File: src/rtl/gpio_pkg.sv
package gpio_pkg;
  localparam int KIND_W = 2;

  typedef enum logic [KIND_W-1:0] {
    K_DATA = 2'd0,
    K_DIR  = 2'd1,
    K_PULL = 2'd2,
    K_SPEC = 2'd3
  } reg_kind_e;

  localparam int SPEC_EDGE_EN = 0;
  localparam int SPEC_FLAGS   = 1;
  localparam int NUM_GROUPS   = 2;
endpackage

File: src/rtl/gpio_sync.sv
module gpio_sync #(
  parameter int W      = 8,
  parameter int STAGES = 2
) (
  input  logic         clk,
  input  logic         rst,
  input  logic [W-1:0] d,
  output logic [W-1:0] q
);
  logic [W-1:0] stage_q [STAGES];

  always_ff @(posedge clk) begin
    if (rst) begin
      for (int i = 0; i < STAGES; i++) stage_q[i] <= '0;
    end else begin
      stage_q[0] <= d;
      for (int i = 1; i < STAGES; i++) stage_q[i] <= stage_q[i-1];
    end
  end

  assign q = stage_q[STAGES-1];
endmodule

File: src/rtl/gpio_port.sv
module gpio_port #(
  parameter int         W          = 8,
  parameter bit         OPEN_DRAIN = 1'b0,
  parameter logic [W-1:0] RST_LATCH = '1
) (
  input  logic         clk,
  input  logic         rst,
  input  logic         data_we,
  input  logic         dir_we,
  input  logic         pull_we,
  input  logic [W-1:0] wdata,
  input  logic [W-1:0] pin_sync,
  output logic [W-1:0] rd_data,
  output logic [W-1:0] dir_q,
  output logic [W-1:0] pull_q,
  output logic [W-1:0] pad_out,
  output logic [W-1:0] pad_oe,
  output logic [W-1:0] pad_pu
);
  logic [W-1:0] latch_q;

  always_ff @(posedge clk) begin
    if (rst) begin
      latch_q <= RST_LATCH;
      dir_q   <= '0;
    end else begin
      if (data_we) latch_q <= wdata;
      if (dir_we)  dir_q   <= wdata;
    end
  end

  assign rd_data = (dir_q & latch_q) | (~dir_q & pin_sync);

  generate
    if (OPEN_DRAIN) begin : g_od
      assign pad_out = '0;
      assign pad_oe  = dir_q & ~latch_q;
      assign pull_q  = '0;
      logic unused_pull;
      assign unused_pull = pull_we;
    end else begin : g_pp
      logic [W-1:0] pull_r;
      always_ff @(posedge clk) begin
        if (rst)          pull_r <= '0;
        else if (pull_we) pull_r <= wdata;
      end
      assign pad_out = latch_q;
      assign pad_oe  = dir_q;
      assign pull_q  = pull_r;
    end
  endgenerate

  assign pad_pu = pull_q;
endmodule

File: src/rtl/gpio_edge_irq.sv
module gpio_edge_irq #(
  parameter int W      = 8,
  parameter int GROUPS = 2
) (
  input  logic              clk,
  input  logic              rst,
  input  logic              en_we,
  input  logic              flag_we,
  input  logic [W-1:0]      wdata,
  input  logic [W-1:0]      pin_sync,
  output logic [W-1:0]      en_q,
  output logic [GROUPS-1:0] flag_q
);
  localparam int GW = W / GROUPS;

  logic [W-1:0]      prev_q;
  logic [W-1:0]      fall;
  logic [GROUPS-1:0] grp_hit;
  logic [GROUPS-1:0] clr;

  assign fall = prev_q & ~pin_sync & en_q;

  generate
    for (genvar g = 0; g < GROUPS; g++) begin : g_grp
      assign grp_hit[g] = |fall[g*GW +: GW];
    end
  endgenerate

  assign clr = flag_we ? wdata[GROUPS-1:0] : '0;

  always_ff @(posedge clk) begin
    if (rst) begin
      prev_q <= '0;
      en_q   <= '0;
      flag_q <= '0;
    end else begin
      prev_q <= pin_sync;
      if (en_we) en_q <= wdata;
      flag_q <= (flag_q & ~clr) | grp_hit;
    end
  end
endmodule

File: src/rtl/gpio_bank.sv
module gpio_bank #(
  parameter int NPORTS      = 5,
  parameter int W           = 8,
  parameter int OD_PORT     = 0,
  parameter int IRQ_PORT    = 1,
  parameter int SYNC_STAGES = 2,
  parameter int PAW         = $clog2(NPORTS),
  parameter int AW          = gpio_pkg::KIND_W + PAW
) (
  input  logic              clk,
  input  logic              rst,
  input  logic              bus_we,
  input  logic [AW-1:0]     bus_addr,
  input  logic [W-1:0]      bus_wdata,
  output logic [W-1:0]      bus_rdata,
  input  logic [NPORTS*W-1:0] pad_in,
  output logic [NPORTS*W-1:0] pad_out,
  output logic [NPORTS*W-1:0] pad_oe,
  output logic [NPORTS*W-1:0] pad_pu,
  output logic              irq_int2,
  output logic              irq_int3
);
  import gpio_pkg::*;

  localparam int TW = NPORTS * W;

  reg_kind_e      kind;
  logic [PAW-1:0] pidx;
  assign kind = reg_kind_e'(bus_addr[AW-1 -: KIND_W]);
  assign pidx = bus_addr[PAW-1:0];

  logic [TW-1:0] pin_sync;
  gpio_sync #(.W(TW), .STAGES(SYNC_STAGES)) u_sync (
    .clk(clk), .rst(rst), .d(pad_in), .q(pin_sync)
  );

  logic [W-1:0] rd_a   [NPORTS];
  logic [W-1:0] dir_a  [NPORTS];
  logic [W-1:0] pull_a [NPORTS];

  generate
    for (genvar p = 0; p < NPORTS; p++) begin : g_port
      logic sel;
      assign sel = (pidx == PAW'(p));
      gpio_port #(
        .W(W), .OPEN_DRAIN(p == OD_PORT), .RST_LATCH({W{1'b1}})
      ) u_port (
        .clk(clk), .rst(rst),
        .data_we(bus_we && sel && kind == K_DATA),
        .dir_we (bus_we && sel && kind == K_DIR),
        .pull_we(bus_we && sel && kind == K_PULL),
        .wdata(bus_wdata),
        .pin_sync(pin_sync[p*W +: W]),
        .rd_data(rd_a[p]),
        .dir_q(dir_a[p]),
        .pull_q(pull_a[p]),
        .pad_out(pad_out[p*W +: W]),
        .pad_oe(pad_oe[p*W +: W]),
        .pad_pu(pad_pu[p*W +: W])
      );
    end
  endgenerate

  logic [W-1:0]          edge_en;
  logic [NUM_GROUPS-1:0] flags;
  logic                  spec_en_sel, spec_flag_sel;

  assign spec_en_sel   = (kind == K_SPEC) && (pidx == PAW'(SPEC_EDGE_EN));
  assign spec_flag_sel = (kind == K_SPEC) && (pidx == PAW'(SPEC_FLAGS));

  gpio_edge_irq #(.W(W), .GROUPS(NUM_GROUPS)) u_irq (
    .clk(clk), .rst(rst),
    .en_we(bus_we && spec_en_sel),
    .flag_we(bus_we && spec_flag_sel),
    .wdata(bus_wdata),
    .pin_sync(pin_sync[IRQ_PORT*W +: W]),
    .en_q(edge_en),
    .flag_q(flags)
  );

  assign irq_int2 = flags[0];
  assign irq_int3 = flags[1];

  logic [W-1:0] rd_next;
  always_comb begin
    rd_next = '0;
    for (int p = 0; p < NPORTS; p++) begin
      if (pidx == PAW'(p)) begin
        case (kind)
          K_DATA:  rd_next = rd_a[p];
          K_DIR:   rd_next = dir_a[p];
          K_PULL:  rd_next = pull_a[p];
          default: rd_next = '0;
        endcase
      end
    end
    if (spec_en_sel)   rd_next = edge_en;
    if (spec_flag_sel) rd_next = W'(flags);
  end

  always_ff @(posedge clk) begin
    if (rst) bus_rdata <= '0;
    else     bus_rdata <= rd_next;
  end
endmodule

File: config.mk
export PLATFORM = sky130hd
export DESIGN_NAME = gpio_bank
export DESIGN_NICKNAME = d
export VERILOG_FILES = /design/src/rtl/gpio_pkg.sv /design/src/rtl/gpio_sync.sv /design/src/rtl/gpio_port.sv /design/src/rtl/gpio_edge_irq.sv /design/src/rtl/gpio_bank.sv
export SDC_FILE = /design/constraint.sdc
export NUM_CORES = 1
export LEC_CHECK = 0
export ABC_AREA = 1
export BUFFER_PORTS_ARGS = -buffer_cell sky130_fd_sc_hd__buf_2
export CELL_PAD_IN_SITES_DETAIL_PLACEMENT = 0
export CELL_PAD_IN_SITES_GLOBAL_PLACEMENT = 1
export CORE_MARGIN = 1.5
export CORE_UTILIZATION = 40
export DETAILED_ROUTE_END_ITERATION = 10
export PLACE_DENSITY = 0.9
export SLEW_MARGIN = 20
export SYNTH_ARGS = -nofsm -noshare
export SYNTH_HDL_FRONTEND = slang
export SYNTH_HIERARCHICAL = 1
export SYNTH_SLANG_ARGS = --single-unit
File: constraint.sdc
create_clock -name clk -period 1.99 [get_ports clk]
set_clock_uncertainty 0.1 [all_clocks]
set_input_delay 0.398 -clock clk [delete_from_list [all_inputs] [get_ports clk]]
set_output_delay 0.398 -clock clk [all_outputs]
set_load 0.1 [all_outputs]
Word-level counts from Yosys, hierarchy flattened --
Memory sizes are Yosys's and may differ from the RTL's. Cells that the tools add are included.
Cells by class: equal/unequal tests 7, multiplexer cells 18, bitwise logic cells 30, reduce and logical (&&, ||, !) cells 28
Operators by type and width (number):
- $and 8x8->8 | 13
- $pmux 8 s3 | 4
- $mux 40 | 2
- $not 8->8 | 7
- $mux 8 | 6
- $or 8x8->8 | 5
- $logic_and 1x1->1 | 23
- $pmux 8 s2 | 1
- $reduce_or 4->1 | 2
- $eq 3x2->1 const B | 2
- $eq 2x2->1 const B | 2
- $mux 2 | 2
- $eq 3x1->1 const B | 1
- $eq 3x3->1 const B | 1
- $logic_not 3->1 | 1
- $mux 1 | 3
- $and 2x2->2 | 1
- $eq 2x1->1 const B | 1
- $logic_not 2->1 | 1
- $not 2->2 | 1
- $or 1x1->1 | 2
- $or 2x2->2 | 1
- $reduce_or 2->1 | 1
Storage, ports and cells: register bits 138, bits in writable memories 80, input port bits 56, output and inout bits 130, word-level logic and storage cells 103, memories 1
Memory list:
- u_sync.stage_q | depth 2, bits a word 40, read ports 2, clocked after memory_dff 0, wr ports 2, RTL line gpio_sync.sv:10 | logic [W-1:0] stage_q [STAGES];

Depth between registers and ports, before layout --
depth in word-level cells 11, depth in mapped cells 11, gate-level depth less buffers 11

By module --
The synthesis kept the hierarchy.
By module, submodules not included:
- gpio_port at g_port[1].u_port ... | instances 4, cells an instance 169, area an instance 1174.9 µm², sequential area each 480.5 µm²
- gpio_sync | instances 1, cells an instance 289, area an instance 2603.7 µm², sequential area each 1601.5 µm²
- gpio_bank | instances 1, cells an instance 330, area an instance 1680.4 µm², sequential area each 160.2 µm²
- gpio_port at g_port[0].u_port | instances 1, cells an instance 143, area an instance 955.9 µm², sequential area each 320.3 µm²
- gpio_edge_irq | instances 1, cells an instance 82, area an instance 665.6 µm², sequential area each 360.3 µm²

Least setup slack after synthesis --
OpenSTA, ideal clock, no wires.
path type register -> register, start point reg g_port[0].u_port.dir_q[6], end point reg bus_rdata[6], library setup time 0.109 ns, arrival time 2.248 ns, slack -0.468 ns, cell stages (with the launch flop) 12, path buffers 0, clock period less this slack 2.458 ns, cell sequence dfxtp_1 -> inv_1 -> nor2_1 -> nor2_1 -> nand2_1 -> nand3_1 -> nand2_1 -> nand2_1 -> nor2_1 -> nand4_1 -> nand2_1 -> inv_1
RTL lines:
- start: declaration | RTL line gpio_port.sv:14 | output logic [W-1:0] dir_q,
- start signal: assignment | RTL line gpio_port.sv:28 | if (dir_we) dir_q <= wdata;
- end signal: assignment | RTL line gpio_bank.sv:103 | else bus_rdata <= rd_next;
- end: declaration | RTL line gpio_bank.sv:15 | output logic [W-1:0] bus_rdata,

Final worst setup path --
start point reg g_port[3].u_port.dir_q[7], end point out pad_oe[31]
RTL lines:
- start: declaration | RTL line gpio_port.sv:14
- start signal: assignment | RTL line gpio_port.sv:28
- end: declaration | RTL line gpio_bank.sv:18 | output logic [NPORTS*W-1:0] pad_oe,
No word-level cell between the ends.

==> flow_results.xml <==
<?xml version="1.0" encoding="UTF-8"?>
<metrics>
  <group name="critical_path">
    <metric name="timing.critical_path.cells" unit="">buf_2</metric>
    <metric name="reg2reg_slack" unit="ns">0.47</metric>
    <metric name="regToRegStartpoint" unit="">g_port[0].u_port/dir_q[0]$_SDFFE_PP0P_</metric>
    <metric name="worst-r2r-cell-count" unit="">11</metric>
    <metric name="setup_crit_end_kind" unit="">output pin</metric>
    <metric name="worstPathArrival" unit="ns">1.45</metric>
    <metric name="crit_type" unit="">flop to output pin</metric>
    <metric name="worst_path_max_delay_cell" unit="">sky130_fd_sc_hd__buf_2</metric>
    <metric name="cp_data_required_time" unit="ns">1.49</metric>
    <metric name="crit-reg2reg-capture" unit="">bus_rdata[0]$_SDFF_PP0_</metric>
    <metric name="critPathTopFamily" unit="">buffers and inverters</metric>
    <metric name="worst_setup_path_start_kind" unit="">flop</metric>
    <metric name="crit_buf_inv" unit="">1</metric>
    <metric name="cp_slowest_stage_delay" unit="ns">0.48</metric>
    <metric name="worst-path-max-fanout" unit="">5</metric>
  </group>
  <group name="synthesis">
    <metric name="yosys_warnings" unit="">6</metric>
    <metric name="netlist_area" unit="mm²">0.01060</metric>
    <metric name="post_synth_inst_count" unit="">1519</metric>
    <metric name="post_synth.cell_area_avg" unit="µm²">6.979</metric>
  </group>
  <group name="placed_design">
    <metric name="dp_cells" unit="">1899</metric>
    <metric name="hpwl" unit="mm">20.41</metric>
    <metric name="gp_congestion" unit="">0.8532</metric>
    <metric name="place.port_buffers" unit="">169</metric>
  </group>
  <group name="clock_network">
    <metric name="postCtsSetupRepairBufs" unit="">0</metric>
    <metric name="cts.root.buffer_cell" unit="">sky130_fd_sc_hd__clkbuf_16</metric>
    <metric name="clock-sinks" unit="">218</metric>
    <metric name="cts_buffers" unit="">24</metric>
    <metric name="cts_tree" unit="">yes</metric>
    <metric name="clock_slew_at_reported_path_ffs" unit="ns">0.06</metric>
    <metric name="cts.path.max_buffers" unit="">3</metric>
    <metric name="insertion_delay" unit="ns">0.52</metric>
    <metric name="cts-htree-levels" unit="">1</metric>
  </group>
  <group name="drt">
    <metric name="detailedRoute.firstPassIterationCount" unit="">8</metric>
    <metric name="post_drt_wl_per_cell" unit="µm">14.49</metric>
    <metric name="postRouteWirelength" unit="mm">28.67</metric>
    <metric name="via_count" unit="">9047</metric>
    <metric name="drt.antenna.violating_nets" unit="">0</metric>
    <metric name="starting_drc_count_in_detailed_routing" unit="">750</metric>
    <metric name="route.detailed.vias_per_inst" unit="">4.572</metric>
    <metric name="drc" unit="">0</metric>
  </group>
  <group name="power_and_ir_drop">
    <metric name="pwr_density_cell" unit="mW/mm²">839.3</metric>
    <metric name="p_int" unit="µW">7365</metric>
    <metric name="switching_power_total" unit="µW">2578</metric>
    <metric name="logic_pwr_share" unit="%">10.6</metric>
    <metric name="switching_share" unit="%">25.92</metric>
    <metric name="share_clk_of_total_power" unit="%">43.8</metric>
    <metric name="total_leakage_power" unit="µW">0.005872</metric>
    <metric name="peakVddDrop" unit="V">0.0006926</metric>
    <metric name="seq_power_share" unit="%">45.6</metric>
  </group>
  <group name="final_layout">
    <metric name="share_of_cells_above_drive_strength_1" unit="%">18.39</metric>
    <metric name="layout.nets" unit="">1684</metric>
    <metric name="final.fill_count" unit="">2707</metric>
    <metric name="layout.cells.non_filler" unit="">1979</metric>
    <metric name="layout-area-overhead-vs-synth" unit="%">11.74</metric>
  </group>
  <group name="sta">
    <metric name="hold_violations" unit="">0</metric>
    <metric name="min_period_over_period" unit="%">97.96</metric>
    <metric name="period_minus_slack" unit="ns">1.949</metric>
    <metric name="slew_violations" unit="">0</metric>
    <metric name="setup-violations-final" unit="">0</metric>
    <metric name="max-slew-margin-rel" unit="%">31.03</metric>
    <metric name="max_slew.worst_pin.slew" unit="ns">1.031</metric>
    <metric name="setup_repair_after_global_routing_missed_its_margin" unit="">no</metric>
    <metric name="fmaxAchievable" unit="MHz">513.0</metric>
    <metric name="fin_setup_tns" unit="ns">0</metric>
  </group>
  <group name="die">
    <metric name="floorplan_die_area" unit="mm²">0.02749</metric>
    <metric name="initial_core_util" unit="%">40.68</metric>
    <metric name="floorplan.die.height" unit="µm">165.8</metric>
    <metric name="io_pins" unit="">186</metric>
    <metric name="placeableCoreArea" unit="mm²">0.02606</metric>
    <metric name="std_cell_rows" unit="">59</metric>
    <metric name="die_width" unit="µm">165.8</metric>
  </group>
  <group name="grt">
    <metric name="grt_pass1_wl" unit="mm">44.53</metric>
    <metric name="number_of_antenna_violations_at_the_first_check_in_global_routing" unit="">2</metric>
    <metric name="grt_max_degree" unit="">28</metric>
    <metric name="grt_pass1_vias" unit="">8240</metric>
    <metric name="grt_usage" unit="%">20.46</metric>
    <metric name="grt-ovfl-total" unit="">0</metric>
  </group>
  <group name="hold_path">
    <metric name="worstHoldStart" unit="">pad_in[17]</metric>
    <metric name="worst_hold_path_type" unit="">input port to flop</metric>
    <metric name="worst_hold_path.num_cells" unit="">3</metric>
    <metric name="hold-path-endpoint" unit="">u_sync/stage_q[0][17]$_SDFF_PP0_</metric>
  </group>
  <group name="flow_run">
    <metric name="number_of_violations_of_the_max_capacitance_limit" unit="">0</metric>
  </group>
  <group name="outcome">
    <metric name="run_status" unit="">completed</metric>
  </group>
</metrics>
==> worst max-delay path by stage <==
stage | startpoint | end | slack [ns] | cells after the start
2_1_floorplan | g_port[0].u_port/dir_q[6]$_SDFFE_PP0P_ | bus_rdata[6]$_SDFF_PP0_ | 0.02 | 11
3_3_place_gp | bus_addr[3] | g_port[2].u_port/pad_out[2]$_SDFFE_PP1P_ | -0.23 | 8
3_5_place_dp | bus_addr[1] | g_port[2].u_port/dir_q[7]$_SDFFE_PP0P_ | -0.28 | 8
4_1_cts | g_port[1].u_port/dir_q[5]$_SDFFE_PP0P_ | pad_oe[13] | 0.02 | 1
5_1_grt | g_port[0].u_port/dir_q[0]$_SDFFE_PP0P_ | pad_oe[0] | 0.008 | 3
6_report | g_port[3].u_port/dir_q[7]$_SDFFE_PP0P_ | pad_oe[31] | 0.04 | 1
==> per-layer routing <==
metal | track usage (%) | up-vias | wire, µm | share of wire [%]
met5 | 0 | - | 0 | 0
met4 | 5.954 | 0 | 759 | 2.6
met3 | 3.837 | 49 | 1861 | 6.5
met2 | 34.33 | 287 | 13490 | 47
met1 | 26.76 | 4109 | 12560 | 44
li1 | - | 4602 | - | -
==> cells in the final DEF, fill, tap and decap left out, drive strengths merged <==
cell	n
o21ai	34
nand2	418
a21oi	10
nor3	3
nand4	8
conb	24
nand3	140
buf	209
inv	206
bufinv	1
nor2	290
dfxtp	218
diode	2
clkbuf	35
dlygate4sd3	38
clkinv	8
==> layout make-up <==
type                    count  area [µm²]  share of cell area (%)
clock inverters             6       55.05                  0.4647
inverters                 209       799.5                   6.749
diodes                      2       5.005                 0.04225
flip-flops and latches    218        4364                   36.84
clock buffers              34       719.4                   6.073
multi-input cells         927        3909                   33.00
repair buffers            248        1575                   13.30
well taps                 335       419.2                   3.538
==> flip-flops by register name (all words and copies together), names as in the netlist, 8 cells and up <==
name	flops
bus_rdata	8
g_port.u_port/dir_q	40
u_irq/en_q	8
g_port.u_port/pad_pu	32
u_sync/stage_q	80
u_irq/prev_q	8
g_port.u_port/latch_q	8
g_port.u_port/pad_out	32
==> power groups by stage <==
stage                     logic (µW)  clock network (µW)  registers [µW]
final                           1050                4350            4540
after global routing            1140                4620            4550
after CTS                       1050                4450            4540
after detailed placement         993                   0            4630
after global placement           986                   0            4630
after floorplan                  739                   0            4760
==> through the flow <==
step / worst slack, ns / cell area, µm² / hold WS (ns) / power (µW) / util, %
3_3_place_gp: -0.2280 / 10660 / 0.2891 / 5619 / 40.89
3_5_place_dp: -0.2777 / 10660 / 0.2936 / 5627 / 40.89
2_1_floorplan: 0.02121 / 10710 / 0.2883 / 5496 / -
4_1_cts: 0.01767 / 11830 / 0.003556 / 10040 / 45.40
5_1_grt: 0.007703 / 11840 / 0.03194 / 10310 / 45.44
6_report: 0.04057 / 11850 / 0.01498 / 9943 / 45.46
==> what timing repair did <==
action | CTS | global route
gates resized for setup | 8 | 2
endpoints found under the hold margin | 38 | 0
hold buffers | 38 | 0
pin swaps | 0 | 0
gates cloned | 0 | 0
endpoints found under the setup margin | 8 | 2
No activity file was read; power rests on OpenSTA's default activity.
